--- src/rtl/prbs_pkg.sv ---
package prbs_pkg;

    typedef enum logic [1:0] {
        CHK_FILL = 2'd0,
        CHK_HUNT = 2'd1,
        CHK_LOCK = 2'd2
    } chk_state_e;

    // register length for a pattern selector (0: 9-stage, 1: 31-stage)
    function automatic int reg_width(input int sel);
        return (sel != 0) ? 31 : 9;
    endfunction

    // index of the inner feedback tap (exponent minus one)
    function automatic int tap_index(input int sel);
        return (sel != 0) ? 27 : 4;
    endfunction

    function automatic bit out_inverted(input int sel);
        return (sel != 0);
    endfunction

endpackage

--- src/rtl/prbs_step.sv ---
// Unrolled WORD_W-step Fibonacci update, purely combinational.
// FEED_FWD=0: feedback form, produced bit = taps ^ injected bit.
// FEED_FWD=1: feed-forward form, received bits fill the register and
//             bits_out is received ^ predicted.
module prbs_step #(
    parameter int REG_W    = 31,
    parameter int TAP      = 27,
    parameter int WORD_W   = 16,
    parameter bit FEED_FWD = 1'b0
) (
    input  logic [REG_W-1:0]  st_in,
    input  logic [WORD_W-1:0] bits_in,
    output logic [REG_W-1:0]  st_out,
    output logic [WORD_W-1:0] bits_out
);

    logic [REG_W-1:0] walk;

    if (FEED_FWD) begin : g_forward
        always_comb begin
            logic pred;
            walk     = st_in;
            bits_out = '0;
            for (int k = 0; k < WORD_W; k++) begin
                pred                 = walk[REG_W-1] ^ walk[TAP];
                bits_out[WORD_W-1-k] = bits_in[WORD_W-1-k] ^ pred;
                walk                 = {walk[REG_W-2:0], bits_in[WORD_W-1-k]};
            end
            st_out = walk;
        end
    end else begin : g_feedback
        always_comb begin
            logic fb;
            walk     = st_in;
            bits_out = '0;
            for (int k = 0; k < WORD_W; k++) begin
                fb                   = walk[REG_W-1] ^ walk[TAP] ^ bits_in[WORD_W-1-k];
                bits_out[WORD_W-1-k] = fb;
                walk                 = {walk[REG_W-2:0], fb};
            end
            st_out = walk;
        end
    end

endmodule

--- src/rtl/prbs_gen.sv ---
module prbs_gen #(
    parameter int REG_W  = 31,
    parameter int TAP    = 27,
    parameter int WORD_W = 16,
    parameter bit INVERT = 1'b1
) (
    input  logic              clk,
    input  logic              rst,
    input  logic              en,
    input  logic              load,
    input  logic [REG_W-1:0]  seed,
    output logic [WORD_W-1:0] data
);

    logic [REG_W-1:0]  state_q;
    logic [REG_W-1:0]  state_step;
    logic [WORD_W-1:0] bits_step;
    logic [WORD_W-1:0] data_q;

    prbs_step #(
        .REG_W    (REG_W),
        .TAP      (TAP),
        .WORD_W   (WORD_W),
        .FEED_FWD (1'b0)
    ) u_step (
        .st_in    (state_q),
        .bits_in  ({WORD_W{1'b0}}),
        .st_out   (state_step),
        .bits_out (bits_step)
    );

    always_ff @(posedge clk) begin
        if (rst) begin
            state_q <= '1;
            data_q  <= '0;
        end else if (load) begin
            state_q <= (seed == '0) ? '1 : seed;
        end else if (en) begin
            state_q <= state_step;
            data_q  <= bits_step ^ {WORD_W{INVERT}};
        end
    end

    assign data = data_q;

    AST_GEN_NONZERO: assert property (@(posedge clk) disable iff (rst)
        state_q != '0);

    AST_ZERO_SEED_SUB: assert property (@(posedge clk) disable iff (rst)
        (load && seed == '0) |=> (state_q == '1));

    AST_GEN_HOLD: assert property (@(posedge clk) disable iff (rst)
        (!en || load) |=> $stable(data_q));

endmodule

--- src/rtl/prbs_chk.sv ---
module prbs_chk #(
    parameter int REG_W     = 31,
    parameter int TAP       = 27,
    parameter int WORD_W    = 16,
    parameter bit INVERT    = 1'b1,
    parameter int CNT_W     = 16,
    parameter int LOCK_BITS = 64,
    parameter int DROP_ERRS = 8
) (
    input  logic              clk,
    input  logic              rst,
    input  logic              en,
    input  logic [WORD_W-1:0] din,
    output logic [WORD_W-1:0] err_bits,
    output logic [CNT_W-1:0]  err_count,
    output logic              locked
);
    import prbs_pkg::*;

    localparam int FILL_WORDS = (REG_W + WORD_W - 1) / WORD_W;
    localparam int FILL_W     = $clog2(FILL_WORDS + 1);
    localparam int RUN_W      = $clog2(LOCK_BITS + WORD_W + 1);
    localparam int POP_W      = $clog2(WORD_W + 1);
    localparam logic [FILL_W-1:0] FILL_LAST = FILL_W'(FILL_WORDS - 1);
    localparam logic [RUN_W-1:0]  RUN_STEP  = RUN_W'(WORD_W);
    localparam logic [RUN_W-1:0]  RUN_GOAL  = RUN_W'(LOCK_BITS);
    localparam logic [POP_W-1:0]  DROP_MIN  = POP_W'(DROP_ERRS);

    chk_state_e         state_q, state_d;
    logic [REG_W-1:0]   hist_q, hist_step;
    logic [WORD_W-1:0]  miss;
    logic [WORD_W-1:0]  err_q;
    logic [FILL_W-1:0]  fill_q;
    logic [RUN_W-1:0]   run_q;
    logic [RUN_W-1:0]   run_sum;
    logic [CNT_W-1:0]   cnt_q, cnt_next;
    logic [CNT_W:0]     cnt_sum;
    logic [POP_W-1:0]   pop;
    logic               word_clean, word_heavy;

    prbs_step #(
        .REG_W    (REG_W),
        .TAP      (TAP),
        .WORD_W   (WORD_W),
        .FEED_FWD (1'b1)
    ) u_step (
        .st_in    (hist_q),
        .bits_in  (din ^ {WORD_W{INVERT}}),
        .st_out   (hist_step),
        .bits_out (miss)
    );

    always_comb begin
        pop = '0;
        for (int i = 0; i < WORD_W; i++) begin
            pop = pop + POP_W'(miss[i]);
        end
    end

    assign word_clean = (pop == '0);
    assign word_heavy = (pop >= DROP_MIN);
    assign run_sum    = run_q + RUN_STEP;
    assign cnt_sum    = {1'b0, cnt_q} + (CNT_W+1)'(pop);
    assign cnt_next   = cnt_sum[CNT_W] ? '1 : cnt_sum[CNT_W-1:0];

    // state register
    always_ff @(posedge clk) begin
        if (rst) state_q <= CHK_FILL;
        else     state_q <= state_d;
    end

    // next-state logic
    always_comb begin
        state_d = state_q;
        if (en) begin
            unique case (state_q)
                CHK_FILL: if (fill_q == FILL_LAST)                 state_d = CHK_HUNT;
                CHK_HUNT: if (word_clean && run_sum >= RUN_GOAL)   state_d = CHK_LOCK;
                CHK_LOCK: if (word_heavy)                          state_d = CHK_HUNT;
                default:                                           state_d = CHK_FILL;
            endcase
        end
    end

    // outputs and datapath
    always_ff @(posedge clk) begin
        if (rst) begin
            hist_q <= '0;
            fill_q <= '0;
            run_q  <= '0;
            err_q  <= '0;
            cnt_q  <= '0;
        end else if (en) begin
            hist_q <= hist_step;
            unique case (state_q)
                CHK_FILL: begin
                    fill_q <= fill_q + 1'b1;
                    err_q  <= '0;
                end
                CHK_HUNT: begin
                    err_q <= miss;
                    cnt_q <= cnt_next;
                    run_q <= word_clean ? run_sum : '0;
                end
                CHK_LOCK: begin
                    err_q <= miss;
                    cnt_q <= cnt_next;
                    run_q <= '0;
                end
                default: begin
                    err_q <= '0;
                end
            endcase
        end
    end

    assign err_bits  = err_q;
    assign err_count = cnt_q;
    assign locked    = (state_q == CHK_LOCK);

    AST_FILL_QUIET: assert property (@(posedge clk) disable iff (rst)
        (state_q == CHK_FILL) |-> (err_q == '0 && cnt_q == '0));

    AST_CNT_NO_DECREASE: assert property (@(posedge clk) disable iff (rst)
        1'b1 |=> (cnt_q >= $past(cnt_q)));

    AST_CNT_SATURATE: assert property (@(posedge clk) disable iff (rst)
        (cnt_q == '1) |=> (cnt_q == '1));

    AST_LOCK_ON_CLEAN: assert property (@(posedge clk) disable iff (rst)
        $rose(locked) |-> (err_q == '0));

    AST_DROP_ON_HEAVY: assert property (@(posedge clk) disable iff (rst)
        $fell(locked) |-> ($countones(err_q) >= DROP_ERRS));

endmodule

--- src/rtl/prbs_txrx.sv ---
module prbs_txrx #(
    parameter int PRBS_SEL  = 1,
    parameter int WORD_W    = 16,
    parameter int CNT_W     = 16,
    parameter int LOCK_BITS = 64,
    parameter int DROP_ERRS = 8
) (
    input  logic                                   clk,
    input  logic                                   rst,
    input  logic                                   gen_en,
    input  logic                                   seed_load,
    input  logic [prbs_pkg::reg_width(PRBS_SEL)-1:0] seed_value,
    output logic [WORD_W-1:0]                      gen_data,
    input  logic                                   chk_en,
    input  logic [WORD_W-1:0]                      chk_data,
    output logic [WORD_W-1:0]                      chk_err_bits,
    output logic [CNT_W-1:0]                       err_count,
    output logic                                   locked
);

    localparam int REG_W  = prbs_pkg::reg_width(PRBS_SEL);
    localparam int TAP    = prbs_pkg::tap_index(PRBS_SEL);
    localparam bit INVERT = prbs_pkg::out_inverted(PRBS_SEL);

    prbs_gen #(
        .REG_W  (REG_W),
        .TAP    (TAP),
        .WORD_W (WORD_W),
        .INVERT (INVERT)
    ) u_gen (
        .clk  (clk),
        .rst  (rst),
        .en   (gen_en),
        .load (seed_load),
        .seed (seed_value),
        .data (gen_data)
    );

    prbs_chk #(
        .REG_W     (REG_W),
        .TAP       (TAP),
        .WORD_W    (WORD_W),
        .INVERT    (INVERT),
        .CNT_W     (CNT_W),
        .LOCK_BITS (LOCK_BITS),
        .DROP_ERRS (DROP_ERRS)
    ) u_chk (
        .clk       (clk),
        .rst       (rst),
        .en        (chk_en),
        .din       (chk_data),
        .err_bits  (chk_err_bits),
        .err_count (err_count),
        .locked    (locked)
    );

endmodule

--- config.mk ---
export PLATFORM = sky130hd
export DESIGN_NAME = prbs_txrx
export DESIGN_NICKNAME = d
export VERILOG_FILES = /design/src/rtl/prbs_pkg.sv /design/src/rtl/prbs_step.sv /design/src/rtl/prbs_gen.sv /design/src/rtl/prbs_chk.sv /design/src/rtl/prbs_txrx.sv
export SDC_FILE = /design/constraint.sdc
export NUM_CORES = 1
export LEC_CHECK = 0
export BUFFER_PORTS_ARGS = -buffer_cell sky130_fd_sc_hd__buf_4
export CAP_MARGIN = 40
export CORE_MARGIN = 2
export CORE_UTILIZATION = 45
export DETAILED_ROUTE_END_ITERATION = 12
export GPL_TIMING_DRIVEN = 0
export MAX_ROUTING_LAYER = met4
export PLACE_DENSITY = 0.66
export SLEW_MARGIN = 40
export SYNTH_ARGS = -nofsm -noshare
export SYNTH_HDL_FRONTEND = slang
export SYNTH_SLANG_ARGS = --single-unit
--- constraint.sdc ---
create_clock -name clk -period 13.8 [get_ports clk]
set_clock_uncertainty 0.15 [all_clocks]
set_input_delay 0 -clock clk [delete_from_list [all_inputs] [get_ports clk]]
set_output_delay 0 -clock clk [all_outputs]
set_load 0.01 [all_outputs]
==> results of run 1 <==
## logic make-up (layout without fill, tap and decap cells)
family | count (synthesis) | in the layout | synth area share [%]
AND/OR/NAND/NOR | 233 | 233 | 21.00
AO/OA/AOI/OAI | 151 | 151 | 17.61
flip-flops | 117 | 117 | 38.92
buffers and inverters | 71 | 264 | 4.511
XOR/XNOR | 56 | 56 | 8.150
adder cells (fa/ha/maj) | 28 | 28 | 7.131
multiplexers | 16 | 16 | 2.682
## worst max-delay path by stage
stage	startpoint	endpoint	slack [ns]	cells past startpoint
after floorplan	u_chk.hist_q[15]$_SDFFE_PP0P_	u_chk.err_count[7]$_SDFFE_PP0P_	7.74	19
after global placement	u_chk.hist_q[16]$_SDFFE_PP0P_	u_chk.err_count[2]$_SDFFE_PP0P_	7.22	18
after detailed placement	u_chk.hist_q[16]$_SDFFE_PP0P_	u_chk.err_count[2]$_SDFFE_PP0P_	7.18	18
after CTS	u_chk.hist_q[16]$_SDFFE_PP0P_	u_chk.err_count[7]$_SDFFE_PP0P_	7.13	19
after global routing	u_chk.hist_q[15]$_SDFFE_PP0P_	u_chk.err_count[2]$_SDFFE_PP0P_	6.72	18
final	u_chk.hist_q[15]$_SDFFE_PP0P_	u_chk.err_count[2]$_SDFFE_PP0P_	7.14	18
## power groups by stage
stage               logic, W  registers [W]  clock network (W)
finish              0.000504       0.000376           0.000455
global placement    0.000465       0.000381                  0
CTS                 0.000504       0.000375           0.000458
detailed placement  0.000484       0.000382                  0
floorplan           0.000363       0.000380                  0
global route        0.000565       0.000378           0.000473
## critical path, stage by stage (launching register included)
cell       delay (ns)
dfxtp_1          0.38
xor2_1           0.19
xnor2_1          0.18
ha_1             0.30
fa_1             0.52
fa_1             0.52
fa_1             0.56
inv_1            0.06
fa_1             0.50
fa_1             0.48
fa_1             0.49
nand2b_1         0.21
a21boi_0         0.24
ha_1             0.31
a21oi_1          0.50
a32oi_1          0.15
a31oi_1          0.45
and3_1           0.26
a2111oi_2        0.06
## stage by stage
| stage | power (W) | hold slack, ns | utilization, % | area (um^2) | worst slack (ns) |
|---|---|---|---|---|---|
| 3_5_place_dp | 0.0008663 | 0.05622 | 52.97 | 6959 | 7.182 |
| 2_1_floorplan | 0.0007430 | -0.05099 | - | 6018 | 7.745 |
| 6_report | 0.001335 | 0.05725 | 62.65 | 8230 | 7.144 |
| 4_1_cts | 0.001337 | 0.02437 | 62.65 | 8230 | 7.135 |
| 3_3_place_gp | 0.0008465 | 0.05350 | 52.97 | 6959 | 7.220 |
| 5_1_grt | 0.001416 | 0.08311 | 62.65 | 8230 | 6.718 |
## repair_timing
item / CTS / global route
endpoints found under the hold margin: 54 / 0
hold buffers: 66 / 0
setup buffers: 0 / 0
## metal layers
metal  track usage (%)  routed length (um)  vias to the layer above
li1                  -                   -                     2708
met2             42.89                8615                      219
met1             33.29                7915                     2761
met4             10.15                 491                        0
met5                 -                   0                        -
met3             5.133                1115                       45
## state kept, by name, indices dropped and copies added, names as in the netlist
| name | flops |
|---|---|
| u_chk.err_bits | 16 |
| u_chk.state_q | 2 |
| u_chk.hist_q | 31 |
| u_chk.run_q | 3 |
| u_gen.state_q | 31 |
| u_chk.err_count | 16 |
| u_gen.data | 16 |
| u_chk.fill_q | 2 |
## cells in the final DEF, fill, tap and decap left out, drive strengths merged, types with 4 or more instances in the layout
cell         count
nor2            88
a21oi           38
o21bai          31
dlygate4sd3     66
a211oi          51
clkbuf          62
xnor2           22
nand4            6
and2             6
nor3             9
nor4             9
nor2b           44
and3             5
nand2           13
inv             27
ha              15
a31oi            4
xor2            34
buf            101
and4             4
nor3b           33
dfxtp          117
nand3            5
mux2i           15
o22ai            4
o21ai            4
fa              11
nand2b           4
## cell type report
type | count | area, um^2
Fill cell | 1122 | 4907
Multi-Input combinational cell | 484 | 3405
Sequential cell | 117 | 2342
Timing Repair Buffer | 162 | 1381
Clock buffer | 23 | 488.0
Tap cell | 176 | 220.2
Buffer | 44 | 170.2
Clock inverter | 8 | 122.6
Inverter | 27 | 101.3
==> impl_metrics.toml, run 1 <==
[global_routing]
first_global_vias = 5655
gr-usage-all-layers_pct = 26.64
grt_max_degree = 17
wire_length_of_the_first_global_routing_pass_um = 28990
gr-total-overflow = 0
grt_antenna_before_repair = 0

[layout]
stdcell_count = 1041
area.growth.synth_to_final_pct = 36.76
layout-drive-gt1-share_pct = 15.95
design.final.nets = 931
num_antenna_cells = 0

[placed_design]
post-place-cells = 944
gp_congestion = 0.9230
detailedPlacementHpwl_um = 12880
buffer_ports.inserted = 96

[yosys]
netlist-cell-type-count = 53
yosys-top-cells-count = "dfxtp_1, nor2_1, a211oi_1"
synth_most_common_cell = "dfxtp_1"
synth-edff-count = 0
yosysSeqAreaShare_pct = 38.92
syn-mean-instance-area_um2 = 8.956
post-synth-top-area-fraction_pct = 38.92
synth.area.top_cells = "dfxtp_1, a211oi_1, nor2_1, xor2_1, nor2b_1"
yosysWarningCount = 0
post_synthesis_net_count = 750
syn-cell-area_um2 = 6018
ys_dominant_reg_cell = "dfxtp_1"
netlist_instances = 672
async_reset_ff_share_pct = 0
synth_seq_cells = 117
yosys.area.top_type = "dfxtp_1"

[sta]
setup-tns-final_ns = 0
slew_violations = 0
timing_hold_violations_final = 0
slew-limit-headroom_pct = 52.67
min_period_ns = 6.656
fin_crit_sh_pct = 48.23
report.final.setup_viol = 0
worst-slew-pin-transition_ns = 0.7099
highest_attainable_clock_frequency_mhz = 150.2
grt_setup_unrepaired = "no"

[pwr]
p_per_area_nw_per_um2 = 162.2
seqPwrFrac_pct = 28.2
netSwitchingFraction_pct = 34.03
share_clk_of_total_power_pct = 34.1
irDropWorstVdd_mv = 0.09932
power.net_switching_w = 0.0004541
internal_w = 0.0008805
static-leakage-power_nw = 3.315
combinationalPowerShare_pct = 37.8

[detailed_routing]
firstDrtPassIters = 5
detail_route.iter0.violations = 500
wirelength_um = 18140
vias_per_cell = 5.507
ant_nets = 0
mean_routed_wirelength_per_cell_um = 17.42
drt_drc_violations_left = 0
detailroute.via_count = 5733

[min_path]
hp-class = "input pin to flip-flop"
worst_hold_startpoint = "rst"
holdPathEnd = "u_chk.err_bits[7]$_SDFFE_PP0P_"
min_path_cells = 3

[worst_setup_path]
reg2reg_launch_point = "u_chk.hist_q[15]$_SDFFE_PP0P_"
critPathLaunchType = "flip-flop"
end_kind = "flip-flop"
critical_path_peak_fanout = 6
worst_ep_required_time_ns = 13.93
worst_setup_path_type = "flip-flop to flip-flop"
reg2reg_depth = 18
arrival_ns = 6.78
crit-reg2reg-capture = "u_chk.err_count[2]$_SDFFE_PP0P_"
timing.reg2reg.setup_slack_ns = 7.14

[floorplan]
floorplan.io_pins = 101
floorplan.die.width_um = 119.6
start_util_pct = 45.81
die_height_um = 119.6
floorplan.die_area_um2 = 14310
num_rows = 42
core-area_um2 = 13140

[clock_tree]
clockRootBuffer = "clkbuf_16"
cts_h_tree_lvls = 4
clk-insertion-delay-late_ns = 0.42
cts_made_buffers = 17
register_clock_pin_slew_on_the_reported_worst_setup_and_hold_paths_ns = 0.06
cts_buffer_depth = 2
tritoncts_clock_tree = "done"
cts_resized = 0
cts_sink_count = 117

[outcome]
run_status = "complete, no violations"

[run]
max_cap_viol_count = 0
Power figures use the tool's default switching activity.
==> inputs of run 2 (changes only) <==
--- a/config.mk
+++ b/config.mk
@@ -5,6 +5,7 @@
 export SDC_FILE = /design/constraint.sdc
 export NUM_CORES = 1
 export LEC_CHECK = 0
+export ABC_AREA = 1
 export BUFFER_PORTS_ARGS = -buffer_cell sky130_fd_sc_hd__buf_4
 export CAP_MARGIN = 40
 export CORE_MARGIN = 2
==> constraint.sdc (replaced) <==
create_clock -name clk -period 6.9 [get_ports clk]
set_clock_uncertainty 0.15 [all_clocks]
set_input_delay 0 -clock clk [delete_from_list [all_inputs] [get_ports clk]]
set_output_delay 0 -clock clk [all_outputs]
set_load 0.01 [all_outputs]
==> run 2 against run 1 <==
Via count grew 4.8%. Critical path depth grew 6. Sequential power grew 100%. Total power grew 100%. Global-route usage shrank 1.2 points. First-iteration DRC count shrank 28%. Critical path type unchanged. Largest cell class unchanged.
==> impl_metrics.toml, run 2 <==
[yosys]
synth-edff-count = 0
syn-cell-area_um2 = 5793
synth_seq_cells = 117
netlist_instances = 769
post_synthesis_net_count = 847
yosysWarningCount = 0
yosys-top-cells-count = "nand2_1, dfxtp_1, nor2_1"
netlist-cell-type-count = 33
synth_most_common_cell = "nand2_1"
yosysSeqAreaShare_pct = 40.43
yosys.area.top_type = "dfxtp_1"
post-synth-top-area-fraction_pct = 40.43
synth.area.top_cells = "dfxtp_1, nand2_1, o21ai_0, nor2_1, a21oi_1"
ys_dominant_reg_cell = "dfxtp_1"
async_reset_ff_share_pct = 0
syn-mean-instance-area_um2 = 7.533

[detailed_routing]
ant_nets = 0
vias_per_cell = 5.221
detail_route.iter0.violations = 361
drt_drc_violations_left = 0
mean_routed_wirelength_per_cell_um = 14.77
detailroute.via_count = 6009
wirelength_um = 17000
firstDrtPassIters = 6

[floorplan]
start_util_pct = 45.91
num_rows = 41
die_height_um = 117.5
floorplan.die_area_um2 = 13800
core-area_um2 = 12620
floorplan.die.width_um = 117.5
floorplan.io_pins = 101

[pwr]
internal_w = 0.001663
netSwitchingFraction_pct = 38.49
seqPwrFrac_pct = 28.0
irDropWorstVdd_mv = 0.1743
design_power_total_w = 0.002703
p_per_area_nw_per_um2 = 333.6
share_clk_of_total_power_pct = 30.5
power.net_switching_w = 0.001040
static-leakage-power_nw = 3.583
combinationalPowerShare_pct = 41.5

[sta]
setup_ws_post_layout_ns = 0.8230
worst-slew-pin-transition_ns = 0.5836
highest_attainable_clock_frequency_mhz = 164.6
min_period_ns = 6.077
slew_violations = 0
slew-limit-headroom_pct = 60.68
grt_setup_unrepaired = "no"
fin_crit_sh_pct = 88.07
report.final.setup_viol = 0
timing_hold_violations_final = 0
setup-tns-final_ns = 0
fin_hold_ws_ns = 0.1784

[global_routing]
grt_max_degree = 17
grt_antenna_before_repair = 0
first_global_vias = 5809
wire_length_of_the_first_global_routing_pass_um = 27250
gr-total-overflow = 0
gr-usage-all-layers_pct = 25.43

[worst_setup_path]
critPathLaunchType = "flip-flop"
critical_path_peak_fanout = 7
worst_setup_path_type = "flip-flop to flip-flop"
worst_ep_required_time_ns = 7.04
critical-path-slowest-cell = "fa_1"
end_kind = "flip-flop"
arrival_ns = 6.22
critical_path_cell_by_cell = "xnor2_1 > xor2_1 > ha_1 > fa_1 > fa_1 > fa_1 > inv_1 > fa_1 > fa_1 > fa_1 > nor2_1 > o21ai_0 > inv_1 > ha_1 > nand2_1 > inv_1 > nand4_2 > nor2_2 > nor2_2 > nor2_4 > nand2_4 > nand2_1 > nor2_1 > nor2_1"
crit_path_max_incr_delay_ns = 0.55
timing.critical_path.mode_cell = "fa_1"

[placed_design]
dpl_cell_area_um2 = 6751
detailedPlacementHpwl_um = 12050
buffer_ports.inserted = 99
gp_congestion = 0.9509
worst_setup_slack_post_dpl_ns = 0.8505

[layout]
num_antenna_cells = 0
design.final.nets = 1044
layout-drive-gt1-share_pct = 17.16
final_area_um2 = 8102
most-common-layout-cells = "nand2_1, dfxtp_1, buf_4"
area.growth.synth_to_final_pct = 39.85
layout.cells.most_common = "nand2_1"
reg.largest.list = "u_chk.hist_q x31, u_gen.state_q x31"

[outcome]
run_status = "complete, no violations"

[clock_tree]
cts_made_buffers = 17
cts_buffer_depth = 2
cts_resized = 0
clk-insertion-delay-late_ns = 0.42
register_clock_pin_slew_on_the_reported_worst_setup_and_hold_paths_ns = 0.06
tritoncts_clock_tree = "done"
cts_h_tree_lvls = 4
clockRootBuffer = "clkbuf_16"
cts_setup_buffers = 0
cts_sink_count = 117
number_of_buffers_inserted_for_hold_repair_after_clock_tree_synthesis = 79

[run]
max_cap_viol_count = 0

[min_path]
hp-class = "input pin to flip-flop"
## run 2: layout make-up
class	count	area (um^2)
buffer	35	138.9
timing repair buffer	178	1534
fill	1083	4518
clock buffer	17	425.4
multi-input combinational	557	3087
inverter	60	225.2
sequential	117	2342
clock inverter	15	133.9
tap	172	215.2
## run 2: kinds of logic (layout without fill, tap and decap cells)
family	after synthesis	count (layout)	share of synthesized area [%]
fa+ha+maj	26	26	7.041
xor+xnor	43	43	6.501
simple gates	326	326	25.57
buf+inv	95	305	6.285
flops	117	117	40.43
compound gates	162	162	14.17
## run 2: stage by stage
stage	std cells	util, %
after detailed placement	1040	53.50
after global placement	1040	53.50
after floorplan	769	-
after CTS	1151	64.20
after global routing	1151	64.20
final	1151	64.20
## run 2: final timing paths
kind | from | slack (ns) | end | cells after the start
worst max-delay path | u_chk.hist_q[13]$_SDFFE_PP0P_ | 0.82 | u_chk.err_count[14]$_SDFFE_PP0P_ | 24
worst min-delay path | chk_data[13] | 0.18 | u_chk.hist_q[13]$_SDFFE_PP0P_ | 3
worst max register to register | u_chk.hist_q[13]$_SDFFE_PP0P_ | 0.82 | u_chk.err_count[14]$_SDFFE_PP0P_ | 24
worst min register to register | u_chk.err_bits[2]$_SDFFE_PP0P_ | 0.31 | u_chk.err_bits[2]$_SDFFE_PP0P_ | 2
## run 2: routing by layer
| layer | vias to the layer above | global-route usage, % | wire length (um) |
|---|---|---|---|
| li1 | 2909 | - | - |
| met3 | 56 | 5.911 | 1151 |
| met1 | 2795 | 29.69 | 7075 |
| met2 | 249 | 40.94 | 8174 |
| met5 | - | - | 0 |
| met4 | 0 | 13.33 | 601 |
## run 2: power groups by stage
stage	Clock (W)	Sequential, W	Combinational, W
global route	0.000866	0.000762	0.00128
global placement	0	0.000769	0.00105
detailed placement	0	0.000771	0.00108
CTS	0.000836	0.000756	0.00112
floorplan	0	0.000767	0.000851
finish	0.000823	0.000758	0.00112
## run 2: critical path, delay by kind of cell, from the launching register on
kind / cells / cell delay [ns]
AOI/OAI and AO/OA: 1 / 0.16
xor gates and xnor gates: 2 / 0.46
DFF: 1 / 0.38
buffers and inverters: 3 / 0.26
adders and majority gates: 8 / 3.60
and+or+nand+nor: 10 / 0.96
